**src/rtl/eep_pkg.sv**
```systemverilog
package eep_pkg;
   localparam int unsigned BYTE_W = 8;

   typedef enum logic [3:0] {
      S_IDLE,  // waiting for START
      S_DEV,   // shifting in the device byte
      S_DACK,  // acknowledging the device byte
      S_WADR,  // shifting in the word address
      S_AACK,  // acknowledging the word address
      S_WDAT,  // shifting in write data
      S_WACK,  // acknowledging write data
      S_RDAT,  // shifting out read data
      S_RACK   // listening to the master acknowledge
   } eep_state_t;
endpackage

```
**src/rtl/eep_line_sampler.sv**
```systemverilog
module eep_line_sampler #(
   parameter int unsigned SYNC_STAGES = 2
) (
   input  logic clk,
   input  logic rst_n,
   input  logic scl_raw,
   input  logic sda_raw,
   output logic scl,
   output logic sda,
   output logic scl_rise,
   output logic scl_fall,
   output logic start_det,
   output logic stop_det
);
   logic scl_p, sda_p;

   generate
      if (SYNC_STAGES > 4) begin : g_bad_sync
         $error("SYNC_STAGES must be 0..4");
      end
      if (SYNC_STAGES == 0) begin : g_direct
         assign scl = scl_raw;
         assign sda = sda_raw;
      end else begin : g_sync
         logic [SYNC_STAGES-1:0] scl_ff, sda_ff;
         always_ff @(posedge clk or negedge rst_n) begin
            if (!rst_n) begin
               scl_ff <= '1;
               sda_ff <= '1;
            end else begin
               scl_ff[0] <= scl_raw;
               sda_ff[0] <= sda_raw;
               for (int i = 1; i < SYNC_STAGES; i++) begin
                  scl_ff[i] <= scl_ff[i-1];
                  sda_ff[i] <= sda_ff[i-1];
               end
            end
         end
         assign scl = scl_ff[SYNC_STAGES-1];
         assign sda = sda_ff[SYNC_STAGES-1];
      end
   endgenerate

   always_ff @(posedge clk or negedge rst_n) begin
      if (!rst_n) begin
         scl_p <= 1'b1;
         sda_p <= 1'b1;
      end else begin
         scl_p <= scl;
         sda_p <= sda;
      end
   end

   assign scl_rise  = scl & ~scl_p;
   assign scl_fall  = ~scl & scl_p;
   assign start_det = scl & scl_p & sda_p & ~sda;
   assign stop_det  = scl & scl_p & ~sda_p & sda;
endmodule

```
**src/rtl/eep_addr_ctr.sv**
```systemverilog
module eep_addr_ctr #(
   parameter int unsigned BLK_W  = 3,
   parameter int unsigned WORD_W = 8,
   localparam int unsigned ADDR_W = BLK_W + WORD_W
) (
   input  logic              clk,
   input  logic              rst_n,
   input  logic              set_blk,
   input  logic [BLK_W-1:0]  blk_in,
   input  logic              load_word,
   input  logic [WORD_W-1:0] word_in,
   input  logic              incr,
   output logic [ADDR_W-1:0] addr
);
   logic [BLK_W-1:0]  blk;
   logic [WORD_W-1:0] word;

   always_ff @(posedge clk or negedge rst_n) begin
      if (!rst_n) begin
         blk  <= '0;
         word <= '0;
      end else begin
         if (set_blk)        blk  <= blk_in;
         if (load_word)      word <= word_in;
         else if (incr)      word <= word + 1'b1;
      end
   end

   assign addr = {blk, word};

   // the low part wraps inside the block and never carries into it
   a_r8_word_wrap: assert property (@(posedge clk) disable iff (!rst_n)
      (incr && !load_word && !set_blk && word == '1) |=> (word == '0 && $stable(blk)));
endmodule

```
**src/rtl/eep2w_slave.sv**
```systemverilog
module eep2w_slave
   import eep_pkg::*;
#(
   parameter int unsigned BLK_W       = 3,
   parameter int unsigned TYPE_CODE   = 'hA,
   parameter int unsigned SYNC_STAGES = 2,
   localparam int unsigned WORD_W = BYTE_W,
   localparam int unsigned ADDR_W = BLK_W + WORD_W,
   localparam int unsigned TYPE_W = BYTE_W - 1 - BLK_W,
   localparam int unsigned CNT_W  = $clog2(BYTE_W + 1)
) (
   input  logic              clk,
   input  logic              rst_n,
   input  logic              scl_i,
   input  logic              sda_i,
   output logic              sda_oe_o,
   input  logic              busy_i,
   output logic [ADDR_W-1:0] mem_raddr_o,
   input  logic [BYTE_W-1:0] mem_rdata_i,
   output logic              wr_valid_o,
   output logic [ADDR_W-1:0] wr_addr_o,
   output logic [BYTE_W-1:0] wr_data_o
);
   generate
      if (BLK_W < 1 || BLK_W > 3) begin : g_bad_blk
         $error("BLK_W must leave room for a type code (1..3)");
      end
   endgenerate

   logic scl, sda, scl_rise, scl_fall, start_det, stop_det;
   eep_state_t state;
   logic [CNT_W-1:0]  cnt;
   logic [BYTE_W-1:0] sh;
   logic rw, mack, oe;
   logic byte_end, dev_ok;
   logic ctr_set_blk, ctr_load, ctr_inc;
   logic [ADDR_W-1:0] cur_addr;

   eep_line_sampler #(.SYNC_STAGES(SYNC_STAGES)) u_samp (
      .clk(clk), .rst_n(rst_n), .scl_raw(scl_i), .sda_raw(sda_i),
      .scl(scl), .sda(sda), .scl_rise(scl_rise), .scl_fall(scl_fall),
      .start_det(start_det), .stop_det(stop_det)
   );

   assign byte_end = (cnt == CNT_W'(BYTE_W));
   assign dev_ok   = (sh[BYTE_W-1 -: TYPE_W] == TYPE_CODE[TYPE_W-1:0]) && !busy_i;

   always_comb begin
      ctr_set_blk = 1'b0;
      ctr_load    = 1'b0;
      ctr_inc     = 1'b0;
      if (!start_det && !stop_det && scl_fall && byte_end) begin
         ctr_set_blk = (state == S_DEV) && dev_ok;
         ctr_load    = (state == S_WADR);
         ctr_inc     = (state == S_WDAT) || (state == S_RDAT);
      end
   end

   eep_addr_ctr #(.BLK_W(BLK_W), .WORD_W(WORD_W)) u_ctr (
      .clk(clk), .rst_n(rst_n),
      .set_blk(ctr_set_blk), .blk_in(sh[BLK_W:1]),
      .load_word(ctr_load), .word_in(sh),
      .incr(ctr_inc), .addr(cur_addr)
   );

   assign mem_raddr_o = cur_addr;
   assign sda_oe_o    = oe;

   always_ff @(posedge clk or negedge rst_n) begin
      if (!rst_n) begin
         state      <= S_IDLE;
         cnt        <= '0;
         sh         <= '0;
         rw         <= 1'b0;
         mack       <= 1'b0;
         oe         <= 1'b0;
         wr_valid_o <= 1'b0;
         wr_addr_o  <= '0;
         wr_data_o  <= '0;
      end else begin
         wr_valid_o <= 1'b0;
         if (start_det) begin
            state <= S_DEV;
            cnt   <= '0;
            oe    <= 1'b0;
         end else if (stop_det) begin
            state <= S_IDLE;
            cnt   <= '0;
            oe    <= 1'b0;
         end else begin
            if (scl_rise) begin
               case (state)
                  S_DEV, S_WADR, S_WDAT: begin
                     sh  <= {sh[BYTE_W-2:0], sda};
                     cnt <= cnt + 1'b1;
                  end
                  S_RDAT:  cnt  <= cnt + 1'b1;
                  S_RACK:  mack <= ~sda;
                  default: ;
               endcase
            end
            if (scl_fall) begin
               case (state)
                  S_DEV: if (byte_end) begin
                     cnt <= '0;
                     if (dev_ok) begin
                        state <= S_DACK;
                        oe    <= 1'b1;
                        rw    <= sh[0];
                     end else begin
                        state <= S_IDLE;
                     end
                  end
                  S_DACK: begin
                     if (rw) begin
                        state <= S_RDAT;
                        sh    <= mem_rdata_i;
                        oe    <= ~mem_rdata_i[BYTE_W-1];
                     end else begin
                        state <= S_WADR;
                        oe    <= 1'b0;
                     end
                  end
                  S_WADR: if (byte_end) begin
                     cnt   <= '0;
                     state <= S_AACK;
                     oe    <= 1'b1;
                  end
                  S_AACK: begin
                     state <= S_WDAT;
                     oe    <= 1'b0;
                  end
                  S_WDAT: if (byte_end) begin
                     cnt        <= '0;
                     state      <= S_WACK;
                     oe         <= 1'b1;
                     wr_valid_o <= 1'b1;
                     wr_addr_o  <= cur_addr;
                     wr_data_o  <= sh;
                  end
                  S_WACK: begin
                     state <= S_WDAT;
                     oe    <= 1'b0;
                  end
                  S_RDAT: begin
                     if (byte_end) begin
                        cnt   <= '0;
                        state <= S_RACK;
                        oe    <= 1'b0;
                     end else begin
                        oe <= ~sh[BYTE_W-2];
                        sh <= {sh[BYTE_W-2:0], 1'b0};
                     end
                  end
                  S_RACK: begin
                     if (mack) begin
                        state <= S_RDAT;
                        sh    <= mem_rdata_i;
                        oe    <= ~mem_rdata_i[BYTE_W-1];
                     end else begin
                        state <= S_IDLE;
                        oe    <= 1'b0;
                     end
                  end
                  default: oe <= 1'b0;
               endcase
            end
         end
      end
   end

   // framing always resynchronises the byte engine
   a_r11_start_resync: assert property (@(posedge clk) disable iff (!rst_n)
      start_det |=> (state == S_DEV && cnt == '0 && !sda_oe_o));
   a_r1_stop_idle: assert property (@(posedge clk) disable iff (!rst_n)
      stop_det |=> (state == S_IDLE && !sda_oe_o));
   // acknowledge is held until the clock that carries it ends
   a_r3_ack_held: assert property (@(posedge clk) disable iff (!rst_n)
      ((state == S_DACK || state == S_AACK || state == S_WACK) &&
       !scl_fall && !start_det && !stop_det) |=> sda_oe_o);
   // a busy array refuses the device byte
   a_r10_busy_nack: assert property (@(posedge clk) disable iff (!rst_n)
      (state == S_DEV && scl_fall && byte_end && busy_i && !start_det && !stop_det)
      |=> (!sda_oe_o && state == S_IDLE));
   // write handoff is a single-cycle strobe
   a_r5_wr_pulse: assert property (@(posedge clk) disable iff (!rst_n)
      wr_valid_o |=> !wr_valid_o);
   // read data only moves after a falling SCL edge
   a_r6_data_on_fall: assert property (@(posedge clk) disable iff (!rst_n)
      (state == S_RDAT && scl && !start_det && !stop_det) |=> $stable(sda_oe_o));
endmodule

```
**config.mk**
```make
export PLATFORM = sky130hd
export DESIGN_NAME = eep2w_slave
export DESIGN_NICKNAME = d
export VERILOG_FILES = /design/src/rtl/eep_pkg.sv /design/src/rtl/eep_line_sampler.sv /design/src/rtl/eep_addr_ctr.sv /design/src/rtl/eep2w_slave.sv
export SDC_FILE = /design/constraint.sdc
export NUM_CORES = 1
export LEC_CHECK = 0
export ABC_AREA = 1
export ABC_CLOCK_PERIOD_IN_PS = 2800
export BUFFER_PORTS_ARGS = -buffer_cell sky130_fd_sc_hd__buf_4
export CORE_MARGIN = 1.5
export CORE_UTILIZATION = 30
export CTS_BUF_LIST = sky130_fd_sc_hd__clkbuf_4 sky130_fd_sc_hd__clkbuf_8
export DETAILED_ROUTE_END_ITERATION = 10
export PLACE_DENSITY_LB_ADDON = 0.1
export SYNTH_ARGS = -nofsm -noshare
export SYNTH_HDL_FRONTEND = slang
export SYNTH_HIERARCHICAL = 1
export SYNTH_SLANG_ARGS = --single-unit
export TNS_END_PERCENT = 50
```
**constraint.sdc**
```tcl
create_clock -name clk -period 2.8 [get_ports clk]
set_input_delay 0.56 -clock clk [delete_from_list [all_inputs] [get_ports clk]]
set_output_delay 0.56 -clock clk [all_outputs]
set_load 0.05 [all_outputs]
```
==> flow_metrics.tcl <==
set metrics [dict create \
    ant_nets 0 \
    r2r_end "u_ctr/word[6]" \
    wl_per_cell_um 13.4 \
    outcome "finished, final reports clean" \
    place.gp.congestion 0.894 \
    hold_path_class "input port to asynchronous set/reset pin" \
    die_x_um 104 \
    clkSinkCount 56 \
    finalSetupTns_ns 0 \
    required_ns 3.01 \
    met1_usage 0.193 \
    start_kind "register" \
    grt_max_degree 57 \
    timing.critical_path.to "u_ctr/word[6]" \
    place_ws_ns 0.560 \
    die_h_um 104 \
    grt_use_total 0.152 \
    initial_core_util 0.311 \
    grt_pass1_wl_um 13300 \
    gr-usage-met3 0.0264 \
    synthCells 398 \
    post-route-period-util 0.799 \
    r2r-start "u_samp/g_sync.sda_ff[1]" \
    cts_tree "built" \
    fin_ws_ns 0.563 \
    finClkSkew_ns 0.0134 \
    pin_count 45 \
    peakVddDrop_v 0.000275 \
    dieArea_mm2 0.0107 \
    nFillCells 1047 \
    postCtsSetupRepairBufs 0 \
    crit_start "u_samp/g_sync.sda_ff[1]" \
    synthTopCellsByArea "dfrtp_1, nand2_1, nor2_1" \
    port_buffers 44 \
    rsz0062_at_grt "false" \
    slew_violations 0 \
    design_area_mm2 0.00359 \
    syn_avg_cell_area_um2 7.63 \
    yosysWarnings 6 \
    setup_viol 0 \
    synth_top_area_share 0.412 \
    first_pass_iters 5 \
    hold_buffers 0 \
    cts_buffer_depth 2 \
    p_leak_nw 1.85 \
    netlist_area_mm2 0.00304 \
    antenna_found_initial 0 \
    cts_root_buf "clkbuf_8" \
    grt_busiest_layer "met2" \
    critical_path.endpoint_type "register" \
    cts_buffers 5 \
    grt_pass1_vias 2683 \
    slew_headroom 0.530 \
    syn_nets 414 \
    dpl.cell_count 570 \
    grt-ovfl-total 0 \
    final_cells 578 \
    htree_levels 2 \
    rows 36 \
    post_cts_resized 0 \
    grt_use_met2 0.264 \
    wirelength_um 7740 \
    critPathMaxFanout 9 \
    synth_area_leader_cell "dfrtp_1" \
    p_per_area_mw_per_mm2 612 \
    drt_iter0_drc 101 \
    place_hpwl_um 5630 \
    ys_seq_area_frac 0.464 \
    area_growth_pct 18.3 \
    diodes 0 \
    ys_types 34 \
    fmax_ghz 0.447 \
    period_minus_slack_ns 2.24 \
    cap_violations 0 \
    place_area_mm2 0.00350 \
    reg2reg_depth 14 \
    tightestPinTransition_ns 0.706 \
    crit_arrival_ns 2.45 \
    ys_ff_latch 56 \
    clk_pin_slew_worst_paths_ns 0.11 \
    clkLatencyLatePin_ns 0.32 \
    nets 460 \
    vias_per_cell 4.65 \
    criticalPathCategory "register to register" \
    reg2reg_slack_ns 0.56 \
    layout-drive-gt1-share 0.196 \
    drc 0 \
    coreArea_mm2 0.00977 \
    finalHoldViolations 0 \
    vias 2686 \
]
[critical path: stages (launching register included)]
cell and delay (ns):
dfstp_2 0.58, inv_1 0.04, nand2_1 0.05, nor2_1 0.06, nor2_2 0.14, inv_2 0.09
nor3_4 0.25, inv_1 0.09, nor2_1 0.22, buf_4 0.21, inv_1 0.04, nand2_1 0.08
inv_1 0.13, nand3_1 0.11, nand2_1 0.05
[cells in the mapped netlist, drive strengths merged]
cell,n
buf,8
xnor2,3
mux2,3
a211oi,1
a21oi,6
o31ai,1
nor2,61
ha,3
dfrtp,50
dfstp,6
a22oi,7
o21bai,2
o21ai,25
nor3b,1
nand3,26
nand2,144
nor3,2
inv,40
nand4,6
o211ai,2
xor2,1
[worst min path at each step]
stage	start	end	slack, ns	depth (start not counted)
6_report	rst_n	wr_addr_o[10]	0.28	1
5_1_grt	scl_i	u_samp/g_sync.scl_ff[0]	0.32	1
4_1_cts	rst_n	wr_addr_o[10]	0.32	1
3_5_place_dp	u_samp/g_sync.scl_ff[0]	u_samp/g_sync.scl_ff[1]	0.35	0
3_3_place_gp	u_samp/g_sync.scl_ff[0]	u_samp/g_sync.scl_ff[1]	0.35	0
2_1_floorplan	rst_n	cnt[0]	0.26	0
[sequential cells by signal, summed over array words and instances, names as in the netlist]
signal	cells
rw	1
state	4
u_samp/scl_p	1
u_samp/g_sync.sda_ff	2
u_ctr/word	8
u_samp/sda_p	1
wr_addr_o	11
u_samp/g_sync.scl_ff	2
cnt	4
wr_valid_o	1
u_ctr/blk	3
mack	1
sh	8
wr_data_o	8
sda_oe_o	1
[layout by cell type (no fill, tap or decap), types with 3 or more instances in the layout]
cell type / netlist / layout
nor2_1: 50 / 50
nand3_1: 25 / 25
nand2_2: 4 / 4
o21ai_0: 13 / 13
nand4_1: 5 / 5
buf_4: 1 / 47
ha_1: 3 / 3
inv_1: 36 / 36
xnor2_1: 3 / 3
a21oi_1: 6 / 6
dfstp_2: 6 / 6
nand2_1: 139 / 139
nor2_4: 3 / 3
a22oi_1: 7 / 7
mux2_2: 3 / 3
o21ai_1: 12 / 12
dfrtp_1: 50 / 50
nor2_2: 7 / 7
inv_2: 3 / 3
clkbuf_8: 0 / 5
[routing by layer]
metal  up-vias  wire, um
met2        50      3790
met4         0       163
met3        13       211
met5         -         0
met1      1267      3580
li1       1356         -
[through the flow]
| step | util | hold slack (ns) | power, mW |
|---|---|---|---|
| final | 0.368 | 0.279 | 2.20 |
| after floorplan | - | 0.264 | 1.55 |
| after CTS | 0.368 | 0.319 | 2.23 |
| after global routing | 0.368 | 0.325 | 2.38 |
| after global placement | 0.358 | 0.353 | 1.75 |
| after detailed placement | 0.358 | 0.350 | 1.75 |
[cell families after synthesis]
family | after synthesis | share of synthesized area
multiplexers | 3 | 0.0111
adder cells (fa/ha/maj) | 3 | 0.0124
XOR/XNOR | 4 | 0.0115
AND/OR/NAND/NOR | 240 | 0.349
buffers and inverters | 48 | 0.0684
AO/OA/AOI/OAI | 44 | 0.0833
flip-flops | 56 | 0.464
[power by group]
part	switching, mW	internal (mW)
sequential	0.172	0.910
clock	0.284	0.178
combinational	0.434	0.220
total	0.891	1.31
[final cells by class]
type / count / area (um2) / share of cell area
well taps: 133 / 166 / 0.0463
clock inverters: 3 / 23.8 / 0.00662
repair buffers: 47 / 353 / 0.0982
flip-flops and latches: 56 / 1410 / 0.392
multi-input cells: 294 / 1420 / 0.395
clock buffers: 5 / 68.8 / 0.0192
inverters: 40 / 153 / 0.0425
No activity file was read; power rests on OpenSTA's default activity.
